===== config.mk =====
export PLATFORM = sky130hd
export DESIGN_NAME = uart_rx_core
export DESIGN_NICKNAME = d
export VERILOG_FILES = /design/src/rtl/uart_rx_pkg.sv /design/src/rtl/uart_rx_sync.sv /design/src/rtl/uart_rx_frame.sv /design/src/rtl/uart_rx_core.sv
export SDC_FILE = /design/constraint.sdc
export NUM_CORES = 1
export LEC_CHECK = 0
export ABC_AREA = 1
export BUFFER_PORTS_ARGS = -buffer_cell sky130_fd_sc_hd__clkbuf_2
export CAP_MARGIN = 10
export CELL_PAD_IN_SITES_DETAIL_PLACEMENT = 1
export CELL_PAD_IN_SITES_GLOBAL_PLACEMENT = 1
export CORE_MARGIN = 2
export CORE_UTILIZATION = 44
export DETAILED_ROUTE_END_ITERATION = 10
export PLACE_DENSITY_LB_ADDON = 0.1
export REMOVE_ABC_BUFFERS = 1
export SETUP_SLACK_MARGIN = 0.05
export SLEW_MARGIN = 20
export SYNTH_ARGS = -nofsm -noshare
export SYNTH_HDL_FRONTEND = slang
export SYNTH_HIERARCHICAL = 1
export SYNTH_SLANG_ARGS = --single-unit

===== constraint.sdc =====
create_clock -name clk -period 4.94 [get_ports clk]
set_clock_uncertainty 0.1 [all_clocks]
set_input_delay 0.494 -clock clk [delete_from_list [all_inputs] [get_ports clk]]
set_output_delay 0.494 -clock clk [all_outputs]
set_load 0.02 [all_outputs]

===== src/rtl/uart_rx_pkg.sv =====
package uart_rx_pkg;

  typedef enum logic [2:0] {
    ST_IDLE,
    ST_START,
    ST_DATA,
    ST_PAR,
    ST_STOP
  } rx_state_e;

  localparam int CHAR_W = 8;
  localparam int STAT_W = 4;

  localparam logic [1:0] PAR_NONE = 2'b00;
  localparam logic [1:0] PAR_ZERO = 2'b01;
  localparam logic [1:0] PAR_ODD  = 2'b10;
  localparam logic [1:0] PAR_EVEN = 2'b11;

  // True when the received parity bit does not match the selected mode.
  function automatic logic par_error(input logic [1:0] mode,
                                     input logic [CHAR_W-1:0] ch,
                                     input logic pbit);
    logic ones_odd;
    ones_odd = ^{ch, pbit};
    case (mode)
      PAR_ZERO: par_error = pbit;
      PAR_ODD:  par_error = !ones_odd;
      PAR_EVEN: par_error = ones_odd;
      default:  par_error = 1'b0;
    endcase
  endfunction

  // Register position of the idx-th received data bit.
  function automatic logic [2:0] bit_slot(input logic lsb_first,
                                          input logic len8,
                                          input logic [2:0] idx);
    if (lsb_first)
      bit_slot = idx;
    else if (len8)
      bit_slot = 3'd7 - idx;
    else
      bit_slot = 3'd6 - idx;
  endfunction

endpackage


===== src/rtl/uart_rx_sync.sv =====
module uart_rx_sync #(
  parameter int STAGES = 2
) (
  input  logic clk,
  input  logic rst_n,
  input  logic din,
  output logic dout
);
  logic [STAGES-1:0] pipe;

  always_ff @(posedge clk or negedge rst_n) begin
    if (!rst_n)
      pipe <= '1;
    else
      pipe <= {pipe[STAGES-2:0], din};
  end

  assign dout = pipe[STAGES-1];
endmodule


===== src/rtl/uart_rx_frame.sv =====
module uart_rx_frame
  import uart_rx_pkg::*;
#(
  parameter int DIV_W = 16
) (
  input  logic              clk,
  input  logic              rst_n,
  input  logic              active,
  input  logic              lsb_first,
  input  logic              len8,
  input  logic [1:0]        par_mode,
  input  logic [DIV_W-1:0]  divisor,
  input  logic              rx,
  output logic              done,
  output logic [CHAR_W-1:0] ch,
  output logic              pe,
  output logic              fe
);
  localparam int CNT_W = DIV_W + 1;

  rx_state_e         state;
  logic [CNT_W-1:0]  cnt;
  logic [2:0]        idx;
  logic [CHAR_W-1:0] shreg;
  logic              prev_rx;
  logic              pe_acc;

  logic [CNT_W-1:0] half_lim;
  logic [CNT_W-1:0] full_lim;
  logic             half_hit;
  logic             full_hit;
  logic [2:0]       last_idx;

  assign half_lim = {1'b0, divisor} - 1'b1;
  assign full_lim = {divisor, 1'b0} - 1'b1;
  assign half_hit = (cnt == half_lim);
  assign full_hit = (cnt == full_lim);
  assign last_idx = len8 ? 3'd7 : 3'd6;

  always_ff @(posedge clk or negedge rst_n) begin
    if (!rst_n) begin
      state   <= ST_IDLE;
      cnt     <= '0;
      idx     <= '0;
      shreg   <= '0;
      prev_rx <= 1'b1;
      pe_acc  <= 1'b0;
      done    <= 1'b0;
      ch      <= '0;
      pe      <= 1'b0;
      fe      <= 1'b0;
    end else begin
      done    <= 1'b0;
      prev_rx <= rx;
      if (!active) begin
        state <= ST_IDLE;
        cnt   <= '0;
      end else begin
        case (state)
          ST_IDLE: begin
            cnt <= '0;
            if (prev_rx && !rx) state <= ST_START;
          end
          ST_START: begin
            if (half_hit) begin
              cnt <= '0;
              if (!rx) begin
                state  <= ST_DATA;
                idx    <= '0;
                shreg  <= '0;
                pe_acc <= 1'b0;
              end else begin
                state <= ST_IDLE;
              end
            end else begin
              cnt <= cnt + 1'b1;
            end
          end
          ST_DATA: begin
            if (full_hit) begin
              cnt <= '0;
              shreg[bit_slot(lsb_first, len8, idx)] <= rx;
              idx <= idx + 1'b1;
              if (idx == last_idx)
                state <= (par_mode != PAR_NONE) ? ST_PAR : ST_STOP;
            end else begin
              cnt <= cnt + 1'b1;
            end
          end
          ST_PAR: begin
            if (full_hit) begin
              cnt    <= '0;
              pe_acc <= par_error(par_mode, shreg, rx);
              state  <= ST_STOP;
            end else begin
              cnt <= cnt + 1'b1;
            end
          end
          ST_STOP: begin
            if (full_hit) begin
              cnt   <= '0;
              done  <= 1'b1;
              ch    <= shreg;
              pe    <= pe_acc;
              fe    <= !rx;
              state <= ST_IDLE;
            end else begin
              cnt <= cnt + 1'b1;
            end
          end
          default: state <= ST_IDLE;
        endcase
      end
    end
  end
endmodule


===== src/rtl/uart_rx_core.sv =====
module uart_rx_core
  import uart_rx_pkg::*;
#(
  parameter int DIV_W = 16,
  parameter int SYNC_STAGES = 2
) (
  input  logic             clk,
  input  logic             rst_n,
  input  logic             pwr_on,
  input  logic             rx_en,
  input  logic             lsb_first,
  input  logic [1:0]       par_mode,
  input  logic             len8,
  input  logic [DIV_W-1:0] divisor,
  input  logic             rxd,
  input  logic             rd_pop,
  output logic [7:0]       rd_byte,
  output logic [15:0]      rd_word,
  input  logic             err_clr,
  input  logic [3:0]       err_clr_mask,
  output logic [3:0]       err_status,
  output logic             rx_irq
);
  localparam int OVR_BIT = 0;
  localparam int FRM_BIT = 1;
  localparam int PAR_BIT = 2;
  localparam int OVF_BIT = 3;

  logic              rx_sync;
  logic              rx_active;
  logic              frame_done;
  logic [CHAR_W-1:0] frame_ch;
  logic              frame_pe;
  logic              frame_fe;
  logic              buf_full;
  logic              lose_char;

  logic [CHAR_W-1:0] data_q;
  logic              pe_q;
  logic              fe_q;
  logic [STAT_W-1:0] stat_q;
  logic [STAT_W-1:0] stat_kept;
  logic [STAT_W-1:0] stat_new;

  assign rx_active = pwr_on & rx_en;

  uart_rx_sync #(.STAGES(SYNC_STAGES)) u_sync (
    .clk  (clk),
    .rst_n(rst_n),
    .din  (rxd),
    .dout (rx_sync)
  );

  uart_rx_frame #(.DIV_W(DIV_W)) u_frame (
    .clk      (clk),
    .rst_n    (rst_n),
    .active   (rx_active),
    .lsb_first(lsb_first),
    .len8     (len8),
    .par_mode (par_mode),
    .divisor  (divisor),
    .rx       (rx_sync),
    .done     (frame_done),
    .ch       (frame_ch),
    .pe       (frame_pe),
    .fe       (frame_fe)
  );

  assign lose_char = frame_done & buf_full & ~rd_pop;

  always_comb begin
    stat_kept = err_clr ? (stat_q & ~err_clr_mask) : stat_q;
    stat_new  = '0;
    if (frame_done) begin
      stat_new[OVR_BIT] = lose_char;
      stat_new[FRM_BIT] = frame_fe;
      stat_new[PAR_BIT] = frame_pe;
      stat_new[OVF_BIT] = lose_char & stat_q[OVR_BIT];
    end
  end

  always_ff @(posedge clk or negedge rst_n) begin
    if (!rst_n) begin
      data_q   <= '0;
      pe_q     <= 1'b0;
      fe_q     <= 1'b0;
      buf_full <= 1'b0;
      stat_q   <= '0;
    end else begin
      stat_q <= stat_kept | stat_new;
      if (frame_done) begin
        data_q   <= frame_ch;
        pe_q     <= frame_pe;
        fe_q     <= frame_fe;
        buf_full <= 1'b1;
      end else if (rd_pop) begin
        buf_full <= 1'b0;
      end
    end
  end

  assign rd_byte    = data_q;
  assign rd_word    = {6'b0, pe_q, fe_q, data_q};
  assign err_status = stat_q;
  assign rx_irq     = frame_done;
endmodule


==> flow_summary_export.csv, run 1 <==
group,metric,value,unit
drt,vias_per_cell,5.086,
drt,routed_wl,11580,um
grt,antenna_found_initial,0,
setup_path,crit_path_max_fanout,12,
timing,fmaxAchievable,356.1,MHz
hold_path,min_to,"u_sync/pipe[0]",
synth,post_synth_xor_area_fraction,5.693,%
layout,post_route_cells_drive_above_1_share,14.22,%
clock_tree,cts-hold-fix-buffers,0,
grt,groute.usage.overall,23.27,%
layout,fin_nets,718,
hold_path,min-delay-start,"rxd",
setup_path,worst-setup-path-type,"input port to flip-flop",
grt,global_route_wire_length_before_repair,19440,um
setup_path,cp_data_required_time,5110,ps
timing,worstMarginPinSlew,874.6,ps
clock_tree,clockRootBuffer,"sky130_fd_sc_hd__clkbuf_8",
setup_path,critical_path.reg2reg.endpoint,"u_frame/cnt[14]",
pwr,power.ir.vdd_worst,0.0001585,V
drt,ant_nets,0,
synth,seq_area_frac_synth,35.52,%
pwr,total_leakage_power,0.002432,uW
grt,globalRouteOverflowTotal,0,
setup_path,worstReg2RegStart,"u_frame/state[2]",
clock_tree,post_cts_repair_timing_setup_buffer_count,0,
synth,postSynthAreaPerCell,6.710,um^2
drt,drc,0,
setup_path,cp_num_cells,17,
floorplanning,die_area,10600,um^2
clock_tree,clk_pin_slew_worst_paths,70,ps
layout,area_growth_from_synthesis_to_final_layout,10.89,%
floorplanning,row_count,36,
grt,grt_start_max_net_pins,62,
synth,synth.mux.area_fraction,0,%
clock_tree,clock_buffer_count_from_cts,9,
timing,finalSetupViolations,0,
drt,first_iter_violations,118,
setup_path,arrival,2980,ps
pwr,power,1102,uW
setup_path,reg2reg_slack,2200,ps
synth,post_synth_and_or_nand_nor_area_fraction,41.48,%
floorplanning,fp.coreArea,9639,um^2
synth,netlist_area,4308,um^2
drt,dr_total_vias,4181,
placed_design,routabilityCongestion,0.8582,
clock_tree,cts_buffer_depth,2,
setup_path,reg2reg_depth,9,
timing,maxSlewViolCount,0,
setup_path,critical_path.top_delay_family,"simple AND/OR/NAND/NOR gates",
drt,routed_wire_length_per_instance,14.09,um
setup_path,crit_buf_inv,3,
timing,fin_crit_sh,56.84,%
clock_tree,ctsResizeCount,0,
synth,synthAdderAreaFrac,0.8713,%
hold_path,worst_hold_path_type,"input port to flip-flop",
floorplanning,fp.dieH,102.9,um
setup_path,path_cells,"clkbuf_2, inv_2, ha_1, nand2_1, nor2_1, nand2_1, nand2_1, nand3_1, nand2_1, nand2_1, nor2_1, nand2_1, nor2_2, nand4_1, clkinv_1, nand2_1, nand2_1",
clock_tree,clock_latency,340,ps
setup_path,worst_path_largest_cell_delay,420,ps
timing,timing.max_slew.rel_slack,41.48,%
layout,diodes,0,
synth,synth_top_family_by_area,"simple AND/OR/NAND/NOR gates",
synth,synth_compound_area_share,6.274,%
synth,synth_seq_cells,61,
clock_tree,cts_sinks,61,
floorplanning,floorplan.io_pins,60,
clock_tree,cts_tree,"yes",
pwr,powerDensity,230.8,nW/um^2
synth,yosys_warnings,6,
synth,synth.lib_cells_used.distinct,33,
synth,synthesis.instances,642,
setup_path,critical_path.startpoint,"divisor[0]",
setup_path,cpMaxStageDelayCell,"sky130_fd_sc_hd__nand4_1",
clock_tree,number_of_h_tree_branching_levels,3,
timing,fin_crit,2808,ps
floorplanning,chipWidth,102.9,um
placed_design,dpl.hpwl,9040,um
layout,utilization,49.56,%
setup_path,crit_top_cell,"sky130_fd_sc_hd__nand2_1",
setup_path,startpoint_type,"input port",
job,timing.max_cap.violations,0,
timing,rsz0062_at_grt,"false",
floorplanning,start_util,44.69,%
grt,grt_pass1_vias,4099,
timing,setup_total_negative_slack,0,ps
hold_path,min_delay_path_depth,1,
placed_design,portBuffers,53,
setup_path,worst_setup_end_kind,"flip-flop",
drt,drtPass1Iterations,4,
timing,final_hold_viol_count,0,
status,result_of_the_run,"finished clean",
layer usage:
layer	wire (um)	track usage, %	part of all wire, %	vias to the layer above
met3	265	4.610	2.3	8
met4	61	4.251	0.53	0
met5	0	0	0	-
li1	-	-	-	2115
met1	5796	32.37	50	2010
met2	5459	38.11	47	48
worst max path at each step:
| stage | to | slack (ps) |
|---|---|---|
| floorplan | u_frame/idx[2] | 2470 |
| global placement | u_frame/ch[7] | 1850 |
| detailed placement | u_frame/pe | 1800 |
| CTS | u_frame/ch[4] | 2120 |
| global route | u_frame/ch[6] | 1790 |
| finish | u_frame/ch[4] | 2130 |
through the flow:
stage | area [um^2] | hold slack, ps | std cells | setup WS (ps)
floorplan | 4133 | 98.41 | 619 | 2469
global placement | 4572 | 246.8 | 806 | 1853
detailed placement | 4572 | 254.2 | 806 | 1796
CTS | 4777 | 142.8 | 822 | 2120
global route | 4777 | 132.2 | 822 | 1792
finish | 4777 | 156.4 | 822 | 2132
cell families after synthesis:
| group | Yosys count |
|---|---|
| buffers and inverters | 92 |
| XOR/XNOR | 28 |
| adder cells (fa/ha/maj) | 3 |
| AND/OR/NAND/NOR | 409 |
| flip-flops | 61 |
| other | 1 |
| AO/OA/AOI/OAI | 48 |
synthesized netlist by cell type (all sizes together):
library cell,number,share of area [%]
ha,3,0.87
dfstp,3,1.8
xnor2,9,1.8
inv,63,5.5
nor4,2,0.29
conb,1,0.087
clkinv,1,0.087
buf,21,3.9
nor3,5,0.58
a31oi,1,0.15
nand4,14,2.0
nand2,234,21
dfrtp,58,34
a21oi,6,0.96
xor2,19,3.9
o22ai,14,2.0
o21ai,27,3.1
nand3,77,9.2
clkbuf,7,0.64
and2,1,0.15
nor2,76,8.2
layout by cell type (no fill, tap or decap), types with 6 or more instances in the layout:
cell type / synthesis / final
sky130_fd_sc_hd__nand2_1: 226 / 226
sky130_fd_sc_hd__nand3_1: 75 / 75
sky130_fd_sc_hd__nor2_1: 65 / 65
sky130_fd_sc_hd__inv_1: 58 / 58
sky130_fd_sc_hd__dfrtp_1: 58 / 58
sky130_fd_sc_hd__clkbuf_2: 1 / 53
sky130_fd_sc_hd__o21ai_0: 22 / 22
sky130_fd_sc_hd__xor2_1: 19 / 19
sky130_fd_sc_hd__nand4_1: 14 / 14
sky130_fd_sc_hd__o22ai_1: 14 / 14
sky130_fd_sc_hd__clkbuf_8: 0 / 11
sky130_fd_sc_hd__xnor2_1: 9 / 9
sky130_fd_sc_hd__nand2_2: 6 / 6
sky130_fd_sc_hd__conb_1: 1 / 6
final cells by class:
| type | instances | area [um^2] |
|---|---|---|
| multi-input combinational | 494 | 2362 |
| fill | 1341 | 4862 |
| clock inverter | 3 | 46.29 |
| timing repair buffer | 54 | 272.8 |
| inverter | 64 | 240.2 |
| tap | 133 | 166.4 |
| sequential | 61 | 1530 |
| clock buffer | 13 | 158.9 |
power by group:
group	total (uW)	leakage (uW)	internal (uW)	switching (uW)
clock	457	0.0000998	262	195
combinational	137	0.00149	39.9	97.1
sequential	508	0.000841	504	4.29
total	1100	0.00243	806	296
worst reg2reg max path, delay by kind of cell, from the launching register on:
family	cells	cell delay (ps)
AND/OR/NAND/NOR	6	1490
flip-flops	1	460
buffers and inverters	2	360
AO/OA/AOI/OAI	1	240
flip-flops by register name, summed over array words and instances (netlist names):
name	flops
u_frame/done	1
fe_q	1
u_frame/fe	1
err_status	4
buf_full	1
u_frame/pe	1
pe_q	1
u_frame/idx	3
u_frame/pe_acc	1
u_sync/pipe	2
u_frame/prev_rx	1
rd_byte	8
u_frame/cnt	17
u_frame/state	3
u_frame/ch	8
u_frame/shreg	8
(Power assumes the default switching activity.)
==> run 2: changes to the inputs <==
--- a/config.mk
+++ b/config.mk
@@ -11,7 +11,7 @@
 export CELL_PAD_IN_SITES_DETAIL_PLACEMENT = 1
 export CELL_PAD_IN_SITES_GLOBAL_PLACEMENT = 1
 export CORE_MARGIN = 2
-export CORE_UTILIZATION = 44
+export CORE_UTILIZATION = 41
 export DETAILED_ROUTE_END_ITERATION = 10
 export PLACE_DENSITY_LB_ADDON = 0.1
 export REMOVE_ABC_BUFFERS = 1
==> constraint.sdc (replaced) <==
create_clock -name clk -period 2.67 [get_ports clk]
set_clock_uncertainty 0.1 [all_clocks]
set_input_delay 0.267 -clock clk [delete_from_list [all_inputs] [get_ports clk]]
set_output_delay 0.267 -clock clk [all_outputs]
set_load 0.02 [all_outputs]
==> flow_summary_export.csv, run 2 (synthesized netlist as in run 1, its figures left out) <==
group,metric,value,unit
drt,dr_total_vias,4198,
floorplanning,chipWidth,106.5,um
drt,routed_wl,12040,um
setup_path,worstReg2RegStart,"u_frame/cnt[1]",
timing,final_hold_viol_count,0,
floorplanning,floorplan.io_pins,60,
hold_path,min_delay_path_depth,4,
clock_tree,cts_buffer_depth,2,
layout,largest_register,"u_frame/cnt",
placed_design,portBuffers,53,
layout,layout_common_cells,"sky130_fd_sc_hd__nand2_1 (226), sky130_fd_sc_hd__nand3_1 (75), sky130_fd_sc_hd__nor2_1 (65), sky130_fd_sc_hd__inv_1 (58), sky130_fd_sc_hd__dfrtp_1 (57)",
setup_path,critical_path.reg2reg.endpoint,"u_frame/cnt[16]",
clock_tree,number_of_h_tree_branching_levels,3,
hold_path,worst_hold_path_type,"input port to flip-flop",
setup_path,worst-setup-path-type,"input port to flip-flop",
layout,largest_register_ffs,17,
grt,globalRouteOverflowTotal,0,
layout,fin_nets,727,
pwr,clock_power_share,45.2,%
job,timing.max_cap.violations,0,
floorplanning,die_area,11340,um^2
clock_tree,post_cts_repair_timing_setup_buffer_count,0,
timing,maxSlewViolCount,0,
drt,first_iter_violations,146,
drt,ant_nets,0,
timing,setup_total_negative_slack,0,ps
hold_path,min-delay-start,"err_clr_mask[2]",
status,result_of_the_run,"finished clean",
drt,routed_wire_length_per_instance,14.44,um
clock_tree,cts_tree,"yes",
grt,antenna_found_initial,0,
pwr,power_switching_share,25.82,%
floorplanning,fp.dieH,106.5,um
setup_path,startpoint_type,"input port",
pwr,power.net_switching,569.7,uW
placed_design,placement.cell_area,4653,um^2
floorplanning,start_util,41.92,%
layout,diodes,0,
drt,drc,0,
drt,drtPass1Iterations,4,
grt,grt_pass1_vias,4283,
setup_path,cpMaxStageDelayCell,"sky130_fd_sc_hd__ha_1",
setup_path,worst_path_largest_cell_delay,290,ps
setup_path,arrival,2520,ps
hold_path,min_to,"err_status[2]",
layout,post_route_cells_drive_above_1_share,15.33,%
placed_design,dpl.hpwl,9391,um
setup_path,crit_path_max_fanout,15,
setup_path,reg2reg_depth,10,
layout,area_growth_from_synthesis_to_final_layout,14.17,%
layout,design_area,4918,um^2
pwr,power.ir.vdd_worst,0.0004889,V
timing,worstMarginPinSlew,736.5,ps
layout,most_common_cell_after_layout_fill_and_taps_aside,"sky130_fd_sc_hd__nand2_1",
timing,fin_crit_sh,90.21,%
placed_design,routabilityCongestion,0.8590,
floorplanning,fp.coreArea,10280,um^2
setup_path,reg2reg_slack,310,ps
clock_tree,clock_latency,350,ps
setup_path,path_cells,"clkbuf_2, inv_1, ha_1, nand2_1, nor2_1, nand2_1, nand2_1, nand2_1, nand2_1, nand2_1, nor2_1, nand3_1, nor2_2, nand2_1, nand2_1, nand2_1, nand2_4, o22ai_1",
clock_tree,clockRootBuffer,"sky130_fd_sc_hd__clkbuf_8",
pwr,powerDensity,448.6,nW/um^2
timing,finalSetupViolations,0,
timing,fin_crit,2409,ps
grt,global_route_wire_length_before_repair,20360,um
setup_path,cp_data_required_time,2780,ps
timing,timing.max_slew.rel_slack,50.90,%
clock_tree,clock_buffer_count_from_cts,9,
timing,rsz0062_at_grt,"false",
clock_tree,cts_sinks,61,
pwr,share_comb_of_total_power,12.1,%
pwr,cell_internal_pwr,1637,uW
timing,fmaxAchievable,415.2,MHz
grt,groute.usage.overall,22.59,%
grt,grt_start_max_net_pins,34,
setup_path,crit_top_cell,"sky130_fd_sc_hd__nand2_1",
pwr,pwr-share-seq,42.7,%
floorplanning,row_count,37,
drt,vias_per_cell,5.034,
pwr,total_leakage_power,0.002507,uW
clock_tree,clk_pin_slew_worst_paths,70,ps
setup_path,worst_setup_end_kind,"flip-flop",
[run 2: cell type report]
class                   instances  area (um^2)
repair buffers                 63        370.4
fillers                      1414         5359
flip-flops and latches         61         1531
well taps                     136        170.2
clock buffers                  10        127.6
inverters                      64        240.2
clock inverters                 6        111.4
multi-input cells             494         2367
[run 2: worst max-delay path: cells and delay by family]
kind            cells  cell delay (ps)
simple gates       14             1660
fa+ha+maj           1              290
buf+inv             2              170
compound gates      1              120
[run 2: worst max-delay path by stage]
stage,startpoint,to,slack (ps)
floorplan,divisor[0],u_frame/idx[2],430
global placement,divisor[1],u_frame/cnt[13],20
detailed placement,divisor[1],u_frame/cnt[12],-120
CTS,divisor[1],u_frame/cnt[9],220
global route,u_frame/cnt[1],u_frame/cnt[16],50
finish,divisor[1],u_frame/cnt[9],260
[run 2: power groups by stage]
stage                     combinational (uW)  clock (uW)  sequential, uW
after floorplan                          156           0             956
after global placement                   254           0             958
after detailed placement                 264           0             958
after CTS                                268        1030             941
after global routing                     305        1070             942
final                                    268         997             942
[run 2: what timing repair did]
action | CTS | global route
endpoints found under the hold margin | 27 | 0
hold buffers | 2 | 0
endpoints found under the setup margin | 0 | 15
gates resized for setup | 0 | 2
[run 2: per-layer routing]
layer | up-vias | GRT usage (%) | wire (um)
li1 | 2132 | - | -
met1 | 2008 | 30.38 | 5887
met2 | 51 | 37.91 | 5774
met3 | 7 | 3.679 | 295
met4 | 0 | 5.844 | 85
met5 | - | 0 | 0
[run 2: through the flow]
step | setup slack, ps | hold WS, ps | std cells | power [uW] | util (%)
after floorplan | 425.6 | -128.6 | 619 | 1111 | -
after global placement | 24.79 | 258.1 | 816 | 1212 | 45.28
after detailed placement | -116.3 | 256.0 | 816 | 1222 | 45.28
after CTS | 222.1 | 47.12 | 834 | 2235 | 47.80
after global routing | 48.39 | 90.56 | 834 | 2314 | 47.86
final | 261.3 | 74.50 | 834 | 2207 | 47.86
